$ cat src/rtl/adccal_pkg.sv
package adccal_pkg;

    typedef enum logic [3:0] {
        ST_IDLE,
        ST_SETUP,
        ST_CONNECT,
        ST_INIT,
        ST_START,
        ST_WAIT,
        ST_CLEAR,
        ST_RELEASE,
        ST_DIVIDE,
        ST_DISCONNECT,
        ST_FINISH
    } cal_state_e;

    typedef enum logic {
        SRC_GROUND    = 1'b0,
        SRC_REFERENCE = 1'b1
    } cal_src_e;

endpackage

$ cat src/rtl/adccal_stats.sv
module adccal_stats #(
    parameter int DATA_W = 12,
    parameter int SUM_W  = 17
) (
    input  logic              clk,
    input  logic              rst_n,
    input  logic              clear,
    input  logic              load,
    input  logic [DATA_W-1:0] sample,
    output logic [SUM_W-1:0]  sum_q,
    output logic [DATA_W-1:0] max_q,
    output logic [DATA_W-1:0] min_q
);

    always_ff @(posedge clk) begin
        if (!rst_n || clear) begin
            sum_q <= '0;
            max_q <= '0;
            min_q <= '1;
        end else if (load) begin
            sum_q <= sum_q + SUM_W'(sample);
            if (sample > max_q) max_q <= sample;
            if (sample < min_q) min_q <= sample;
        end
    end

    // after any sample the extremes are ordered
    a_r7_min_le_max: assert property (@(posedge clk) disable iff (!rst_n)
        load && !clear |=> (min_q <= max_q));

    // accumulation never wraps
    a_r7_sum_no_wrap: assert property (@(posedge clk) disable iff (!rst_n)
        load && !clear |=> (sum_q >= $past(sum_q)));

endmodule

$ cat src/rtl/adccal_div.sv
module adccal_div #(
    parameter int NUM_W   = 17,
    parameter int DIVISOR = 30
) (
    input  logic             clk,
    input  logic             rst_n,
    input  logic             go,
    input  logic [NUM_W-1:0] dividend,
    output logic             done,
    output logic [NUM_W-1:0] quotient
);

    localparam int DEN_W = $clog2(DIVISOR + 1);
    localparam int CNT_W = $clog2(NUM_W + 1);
    localparam logic [DEN_W:0] DEN_V = (DEN_W + 1)'(DIVISOR);

    logic [NUM_W-1:0] num_q;
    logic [DEN_W-1:0] rem_q;
    logic [CNT_W-1:0] cnt_q;
    logic             running_q;
    logic [DEN_W:0]   shifted;
    logic             fits;

    assign shifted  = {rem_q, num_q[NUM_W-1]};
    assign fits     = (shifted >= DEN_V);
    assign quotient = num_q;

    always_ff @(posedge clk) begin
        if (!rst_n) begin
            num_q     <= '0;
            rem_q     <= '0;
            cnt_q     <= '0;
            running_q <= 1'b0;
            done      <= 1'b0;
        end else if (go) begin
            num_q     <= dividend;
            rem_q     <= '0;
            cnt_q     <= CNT_W'(NUM_W);
            running_q <= 1'b1;
            done      <= 1'b0;
        end else if (running_q) begin
            if (fits) begin
                rem_q <= DEN_W'(shifted - DEN_V);
                num_q <= {num_q[NUM_W-2:0], 1'b1};
            end else begin
                rem_q <= shifted[DEN_W-1:0];
                num_q <= {num_q[NUM_W-2:0], 1'b0};
            end
            cnt_q <= cnt_q - 1'b1;
            if (cnt_q == CNT_W'(1)) begin
                running_q <= 1'b0;
                done      <= 1'b1;
            end
        end else begin
            done <= 1'b0;
        end
    end

    // the divider reports completion once per request
    a_r7_div_done_pulse: assert property (@(posedge clk) disable iff (!rst_n)
        done |=> !done);

    // the partial remainder stays below the divisor
    a_r7_rem_bounded: assert property (@(posedge clk) disable iff (!rst_n)
        running_q |=> ((DEN_W + 1)'(rem_q) < DEN_V));

endmodule

$ cat src/rtl/adc_offset_cal.sv
module adc_offset_cal
    import adccal_pkg::*;
#(
    parameter int DATA_W      = 12,
    parameter int RAW_W       = 16,
    parameter int ATTEN_W     = 3,
    parameter int CHAN_W      = 4,
    parameter int CAL_CHAN    = 15,
    parameter int NUM_SAMPLES = 32,
    parameter int INIT_W      = 16
) (
    input  logic               clk,
    input  logic               rst_n,
    input  logic               req_start,
    input  logic [ATTEN_W-1:0] req_atten,
    input  logic               req_src,
    output logic               conv_ref_en,
    output logic               conv_oneshot_en,
    output logic [CHAN_W-1:0]  conv_chan,
    output logic [ATTEN_W-1:0] conv_atten,
    output logic               conv_start,
    input  logic               conv_done,
    input  logic [RAW_W-1:0]   conv_data,
    output logic               conv_done_clr,
    output logic               init_code_wr,
    output logic [INIT_W/2-1:0] init_code_hi,
    output logic [INIT_W/2-1:0] init_code_lo,
    output logic               cal_gnd_conn,
    output logic               cal_ref_conn,
    output logic               busy,
    output logic [DATA_W-1:0]  result,
    output logic               result_valid
);

    localparam int SUM_W    = DATA_W + $clog2(NUM_SAMPLES);
    localparam int CNT_W    = $clog2(NUM_SAMPLES + 1);
    localparam int TRIM_DIV = NUM_SAMPLES - 2;
    localparam int BYTE_W   = INIT_W / 2;
    localparam logic [CNT_W-1:0] LAST_IDX = CNT_W'(NUM_SAMPLES - 1);
    localparam logic [INIT_W-1:0] INIT_CODE = '0;

    cal_state_e         state_q, state_d;
    logic [ATTEN_W-1:0] atten_q;
    cal_src_e           src_q;
    logic [CNT_W-1:0]   cnt_q;
    logic [DATA_W-1:0]  result_q;

    logic [SUM_W-1:0]   sum_w;
    logic [DATA_W-1:0]  max_w, min_w;
    logic [SUM_W-1:0]   trimmed;
    logic [SUM_W-1:0]   quot_w;
    logic               div_done;
    logic               stats_clear, stats_load, div_go, last_sample;
    logic               switch_on;

    assign last_sample = (cnt_q == LAST_IDX);
    assign stats_clear = (state_q == ST_SETUP);
    assign stats_load  = (state_q == ST_WAIT) && conv_done;
    assign div_go      = (state_q == ST_RELEASE) && last_sample;
    assign trimmed     = sum_w - SUM_W'(max_w) - SUM_W'(min_w);

    adccal_stats #(
        .DATA_W (DATA_W),
        .SUM_W  (SUM_W)
    ) u_stats (
        .clk    (clk),
        .rst_n  (rst_n),
        .clear  (stats_clear),
        .load   (stats_load),
        .sample (conv_data[DATA_W-1:0]),
        .sum_q  (sum_w),
        .max_q  (max_w),
        .min_q  (min_w)
    );

    adccal_div #(
        .NUM_W   (SUM_W),
        .DIVISOR (TRIM_DIV)
    ) u_div (
        .clk      (clk),
        .rst_n    (rst_n),
        .go       (div_go),
        .dividend (trimmed),
        .done     (div_done),
        .quotient (quot_w)
    );

    // state register and run context
    always_ff @(posedge clk) begin
        if (!rst_n) begin
            state_q  <= ST_IDLE;
            atten_q  <= '0;
            src_q    <= SRC_GROUND;
            cnt_q    <= '0;
            result_q <= '0;
        end else begin
            state_q <= state_d;
            if (state_q == ST_IDLE && req_start) begin
                atten_q <= req_atten;
                src_q   <= cal_src_e'(req_src);
            end
            if (state_q == ST_SETUP) begin
                cnt_q <= '0;
            end else if (state_q == ST_RELEASE && !last_sample) begin
                cnt_q <= cnt_q + 1'b1;
            end
            if (state_q == ST_DIVIDE && div_done) begin
                result_q <= quot_w[DATA_W-1:0];
            end
        end
    end

    // next-state decode
    always_comb begin
        state_d = state_q;
        unique case (state_q)
            ST_IDLE:       if (req_start) state_d = ST_SETUP;
            ST_SETUP:      state_d = ST_CONNECT;
            ST_CONNECT:    state_d = ST_INIT;
            ST_INIT:       state_d = ST_START;
            ST_START:      state_d = ST_WAIT;
            ST_WAIT:       if (conv_done) state_d = ST_CLEAR;
            ST_CLEAR:      state_d = ST_RELEASE;
            ST_RELEASE:    state_d = last_sample ? ST_DIVIDE : ST_INIT;
            ST_DIVIDE:     if (div_done) state_d = ST_DISCONNECT;
            ST_DISCONNECT: state_d = ST_FINISH;
            ST_FINISH:     state_d = ST_IDLE;
            default:       state_d = ST_IDLE;
        endcase
    end

    // output decode
    always_comb begin
        conv_ref_en     = 1'b0;
        conv_oneshot_en = 1'b0;
        conv_start      = 1'b0;
        conv_done_clr   = 1'b0;
        init_code_wr    = 1'b0;
        switch_on       = 1'b0;
        busy            = 1'b1;
        result_valid    = 1'b0;
        unique case (state_q)
            ST_IDLE:       busy = 1'b0;
            ST_SETUP: begin
                conv_ref_en     = 1'b1;
                conv_oneshot_en = 1'b1;
            end
            ST_CONNECT, ST_RELEASE, ST_DIVIDE: begin
                conv_ref_en     = 1'b1;
                conv_oneshot_en = 1'b1;
                switch_on       = 1'b1;
            end
            ST_INIT: begin
                conv_ref_en     = 1'b1;
                conv_oneshot_en = 1'b1;
                switch_on       = 1'b1;
                init_code_wr    = 1'b1;
            end
            ST_START, ST_WAIT: begin
                conv_ref_en     = 1'b1;
                conv_oneshot_en = 1'b1;
                switch_on       = 1'b1;
                conv_start      = 1'b1;
            end
            ST_CLEAR: begin
                conv_ref_en     = 1'b1;
                conv_oneshot_en = 1'b1;
                switch_on       = 1'b1;
                conv_start      = 1'b1;
                conv_done_clr   = 1'b1;
            end
            ST_DISCONNECT: begin
                conv_ref_en     = 1'b1;
                conv_oneshot_en = 1'b1;
            end
            ST_FINISH:     result_valid = 1'b1;
            default:       busy = 1'b0;
        endcase
    end

    assign conv_chan    = CHAN_W'(CAL_CHAN);
    assign conv_atten   = atten_q;
    assign init_code_hi = INIT_CODE[INIT_W-1:BYTE_W];
    assign init_code_lo = INIT_CODE[BYTE_W-1:0];
    assign cal_gnd_conn = switch_on && (src_q == SRC_GROUND);
    assign cal_ref_conn = switch_on && (src_q == SRC_REFERENCE);
    assign result       = result_q;

    // conversions only run with the converter configured
    a_r2_configured: assert property (@(posedge clk) disable iff (!rst_n)
        conv_start |-> (conv_ref_en && conv_oneshot_en));

    // never both switches closed
    a_r3_one_switch: assert property (@(posedge clk) disable iff (!rst_n)
        $onehot0({cal_gnd_conn, cal_ref_conn}));

    // a source is connected whenever a conversion is active
    a_r3_connected: assert property (@(posedge clk) disable iff (!rst_n)
        conv_start |-> (cal_gnd_conn || cal_ref_conn));

    // sample index never passes the last sample
    a_r4_count_bound: assert property (@(posedge clk) disable iff (!rst_n)
        cnt_q <= LAST_IDX);

    // start rises only right after the initial-code write
    a_r5_init_before_start: assert property (@(posedge clk) disable iff (!rst_n)
        $rose(conv_start) |-> $past(init_code_wr));

    // clear strobe follows an observed done
    a_r5_clear_after_done: assert property (@(posedge clk) disable iff (!rst_n)
        conv_done_clr |-> $past(conv_done));

    // start falls only after the clear strobe
    a_r5_release_after_clear: assert property (@(posedge clk) disable iff (!rst_n)
        $fell(conv_start) |-> $past(conv_done_clr));

    // single-cycle valid, busy drops after it
    a_r8_valid_pulse: assert property (@(posedge clk) disable iff (!rst_n)
        result_valid |=> (!result_valid && !busy));

    // source disconnected when the result is presented
    a_r8_disconnected: assert property (@(posedge clk) disable iff (!rst_n)
        result_valid |-> (!cal_gnd_conn && !cal_ref_conn));

    // a request during a run does not restart setup
    a_r9_no_restart: assert property (@(posedge clk) disable iff (!rst_n)
        busy && req_start |=> (state_q != ST_SETUP));

endmodule

$ cat config.mk
export PLATFORM = sky130hd
export DESIGN_NAME = adc_offset_cal
export DESIGN_NICKNAME = d
export VERILOG_FILES = /design/src/rtl/adccal_pkg.sv /design/src/rtl/adccal_stats.sv /design/src/rtl/adccal_div.sv /design/src/rtl/adc_offset_cal.sv
export SDC_FILE = /design/constraint.sdc
export NUM_CORES = 1
export LEC_CHECK = 0
export ABC_AREA = 1
export BUFFER_PORTS_ARGS = -buffer_cell sky130_fd_sc_hd__buf_2
export CAP_MARGIN = 10
export CORE_MARGIN = 2
export CORE_UTILIZATION = 44
export DETAILED_ROUTE_END_ITERATION = 10
export HOLD_SLACK_MARGIN = 0.06
export PLACE_DENSITY_LB_ADDON = 0.1
export SYNTH_ARGS = -nofsm -noshare
export SYNTH_HDL_FRONTEND = slang
export SYNTH_SLANG_ARGS = --single-unit
$ cat constraint.sdc
create_clock -name clk -period 2.35 [get_ports clk]
set_clock_uncertainty 0.05 [all_clocks]
set_input_delay 0.47 -clock clk [delete_from_list [all_inputs] [get_ports clk]]
set_output_delay 0.47 -clock clk [all_outputs]
set_load 0.02 [all_outputs]
==> impl_metrics.yaml <==
run_status:
  status: "complete, no violations"
detailed_routing:
  wl_per_cell_um: 12.97
  drt_iter0_markers: 381
  avgViaCountPerCell: 4.949
  first_pass_iters: 5
  via_count: 5914
  routed_wl_mm: 15.50
  drcViolationCount: 0
  antenna_left: 0
power:
  p_int_mw: 2.599
  power_density_nw_per_um2: 500.1
  leakagePower_nw: 3.611
  p_clk_share_pct: 39.7
  total_power_mw: 3.756
  power_switching_share_pct: 30.79
  max-vdd-ir-drop_uv: 509.2
  p_seq_share_pct: 44.3
  comb_power_share_pct: 16.0
  netSwitchingPower_mw: 1.157
sta:
  post-route-min-period_ns: 2.225
  finalHoldViolCount: 0
  period_share_pct: 94.69
  hold-worst-slack_ns: 0.3334
  setup_viol_count_final: 0
  drv_slew: 0
  max_freq_ghz: 0.4494
  rsz0062_at_grt: "yes"
die:
  die_area_um2: 16020
  rows: 44
  start_util_pct: 45.32
  core_um2: 14590
  ioPinCount: 68
  fp.dieW_um: 126.6
  die_y_um: 126.6
clock_network:
  cts.clk_slew.worst_paths_ns: 0.08
  cts_root_buffer: "clkbuf_16"
  htreeDepth: 3
  worstSkewPairLatency_ns: 0.36
  cts.sinks: 96
  cts_tree: "done"
  cts_buffers: 9
  cts_buffer_depth: 2
yosys:
  syn_inst: 963
  ys_warn_count: 0
  synth-simple-area-share_pct: 29.14
  ys_ff_latch: 96
  ys_seq_area_share_pct: 29.07
  synth_compound_area_share_pct: 13.57
  synth_top_family_by_area: "simple AND/OR/NAND/NOR gates"
  synth_xor_area_share_pct: 1.722
  synthMuxAreaShare_pct: 0
  synth_area_um2: 6611
  avgSynthCellArea_um2: 6.865
  ys_types: 44
  synthAdderAreaFrac_pct: 14.16
global_route:
  met2_usage_pct: 31.27
  met1_usage_pct: 29.22
  track_usage_pct: 20.27
  grt_pass1_vias: 5555
  grt_pass1_wl_mm: 26.68
  overflow: 0
  met3_usage_pct: 4.049
  busiest_layer: "met2"
  antenna_found_initial: 0
  grt_max_degree: 40
critical_path:
  startpoint_type: "flop"
  slowest_delay_ns: 0.44
  arrival_ns: 2.46
  endpoint_kind: "flop"
  critical_path.most_common_cell: "nand2_1"
  cp.required_ns: 2.59
  critPathSlowestCell: "fa_1"
  critPathBufInv: 2
  crit_family: "adder cells"
  cp_cell_sequence: "inv_1 > fa_1 > fa_1 > nand2_1 > nand2_1 > nand3b_1 > nand2_2 > buf_4 > xor2_1 > nand2_1 > a21oi_1"
  crit_type: "reg -> reg"
  worstPathMaxFanout: 3
placement:
  gp_congestion: 0.8686
  hpwl_mm: 11.89
  port_buffers: 43
final_layout:
  fin_util_pct: 51.48
  nets: 1097
  synthToLayoutAreaGrowth_pct: 13.61
  fillers: 1527
  multiInputGateArea_um2: 4184
  antenna_cells: 0
  drive_gt1_share_pct: 15.83
  regArea_um2: 1934
run:
  maxCapViolations: 0
min_path:
  hp-class: "in -> reg"
==> cell usage after synthesis (all sizes together) <==
cell type | count | area, µm²
nand2 | 233 | 904.6
inv | 125 | 474.2
nor2 | 103 | 446.7
dfxtp | 96 | 1922
a21oi | 82 | 410.4
nand3 | 75 | 375.4
o21ai | 57 | 285.3
ha | 54 | 675.7
buf | 40 | 280.3
nand4 | 16 | 100.1
fa | 13 | 260.3
clkbuf | 8 | 31.28
o21a | 8 | 60.06
xor2 | 8 | 70.07
nor3 | 7 | 46.30
a31oi | 5 | 31.28
o211ai | 5 | 37.54
xnor2 | 5 | 43.79
clkinv | 4 | 22.52
or2 | 4 | 25.02
a211oi | 3 | 27.52
nand3b | 3 | 22.52
o21bai | 3 | 22.52
conb | 2 | 7.510
a21o | 1 | 7.510
a311oi | 1 | 8.760
nand2b | 1 | 6.260
o22ai | 1 | 6.260
==> power by group through the flow <==
stage | Sequential [mW] | Clock (mW) | Combinational (mW)
2_1_floorplan | 1.71 | 0 | 0.438
3_3_place_gp | 1.70 | 0 | 0.573
3_5_place_dp | 1.70 | 0 | 0.573
4_1_cts | 1.66 | 1.54 | 0.575
5_1_grt | 1.67 | 1.62 | 0.687
6_report | 1.66 | 1.49 | 0.603
==> flip-flops by register name, summed over array words and instances, names as in the netlist <==
| name | flops |
|---|---|
| u_div.quotient | 17 |
| u_stats.sum_q | 17 |
| result | 12 |
| u_stats.max_q | 12 |
| u_stats.min_q | 12 |
| cnt_q | 6 |
| u_div.cnt_q | 5 |
| u_div.rem_q | 5 |
| state_q | 4 |
| conv_atten | 3 |
| src_q | 1 |
| u_div.done | 1 |
| u_div.running_q | 1 |
==> cell families (layout without fill, tap and decap cells) <==
kind of cell | count (synthesis) | after routing
AND/OR/NAND/NOR | 442 | 442
buffers and inverters | 177 | 207
XOR/XNOR | 13 | 13
adder cells (fa/ha/maj) | 67 | 67
flip-flops | 96 | 96
other | 2 | 20
AO/OA/AOI/OAI | 166 | 166
==> cells in the final DEF, fill, tap and decap left out, types with 8 or more instances in the layout <==
master / n
inv_2: 11
nand4_1: 16
o21ai_0: 36
a21oi_1: 80
nand3_1: 71
dfxtp_2: 10
conb_1: 20
nor2_1: 95
buf_2: 43
inv_1: 113
fa_1: 10
clkbuf_16: 9
nand2_2: 18
xor2_1: 8
o21ai_1: 21
nand2_1: 211
o21a_1: 8
dfxtp_1: 86
ha_1: 43
ha_4: 11
buf_4: 18
==> path summary, 6_finish.rpt <==
kind	start	endpoint	cells after the start	slack, ns
max reg2reg	u_stats.min_q[0]$_SDFFE_PP1P_	u_div.quotient[6]$_SDFFE_PN0P_	11	0.12
min reg2reg	u_stats.min_q[3]$_SDFFE_PP1P_	u_stats.min_q[3]$_SDFFE_PP1P_	2	0.40
max	u_stats.min_q[0]$_SDFFE_PP1P_	u_div.quotient[6]$_SDFFE_PN0P_	11	0.12
min	req_atten[2]	conv_atten[2]$_SDFFE_PN0P_	3	0.33
==> through the flow <==
stage | cell area, µm² | worst slack (ns) | setup TNS (ns) | instances
floorplan | 6679 | 0.2428 | 0 | 981
CTS | 7248 | 0.004203 | 0 | 1193
detailed placement | 6953 | 0.02712 | 0 | 1177
finish | 7511 | 0.1247 | 0 | 1195
global route | 7511 | -0.02047 | -0.02478 | 1195
global placement | 6953 | 0.02822 | 0 | 1177
==> layer usage <==
layer / vias up / routed length, µm
met5: - / 0
met4: 0 / 213
met3: 13 / 516
met2: 80 / 6704
met1: 2655 / 8066
li1: 3166 / -
==> layout make-up <==
type                    count  area share [%]
clock buffers               9           2.999
repair buffers             62           4.931
clock inverters             7          0.9329
inverters                 129           6.613
flip-flops and latches     96           25.75
well taps                 184           3.065
multi-input cells         708           55.71
==> worst reg2reg max path, stage by stage, from the launching register on <==
cell	delay [ns]
dfxtp_2	0.33
inv_1	0.06
fa_1	0.44
fa_1	0.40
nand2_1	0.11
nand2_1	0.10
nand3b_1	0.12
nand2_2	0.09
buf_4	0.14
xor2_1	0.13
nand2_1	0.08
a21oi_1	0.12
==> what timing repair did <==
action	CTS	global route
hold buffers	0	0
setup buffers	0	2
resized for setup	0	56
endpoints found under the setup margin	0	11
Note: power is estimated with default switching activity, not from simulation.
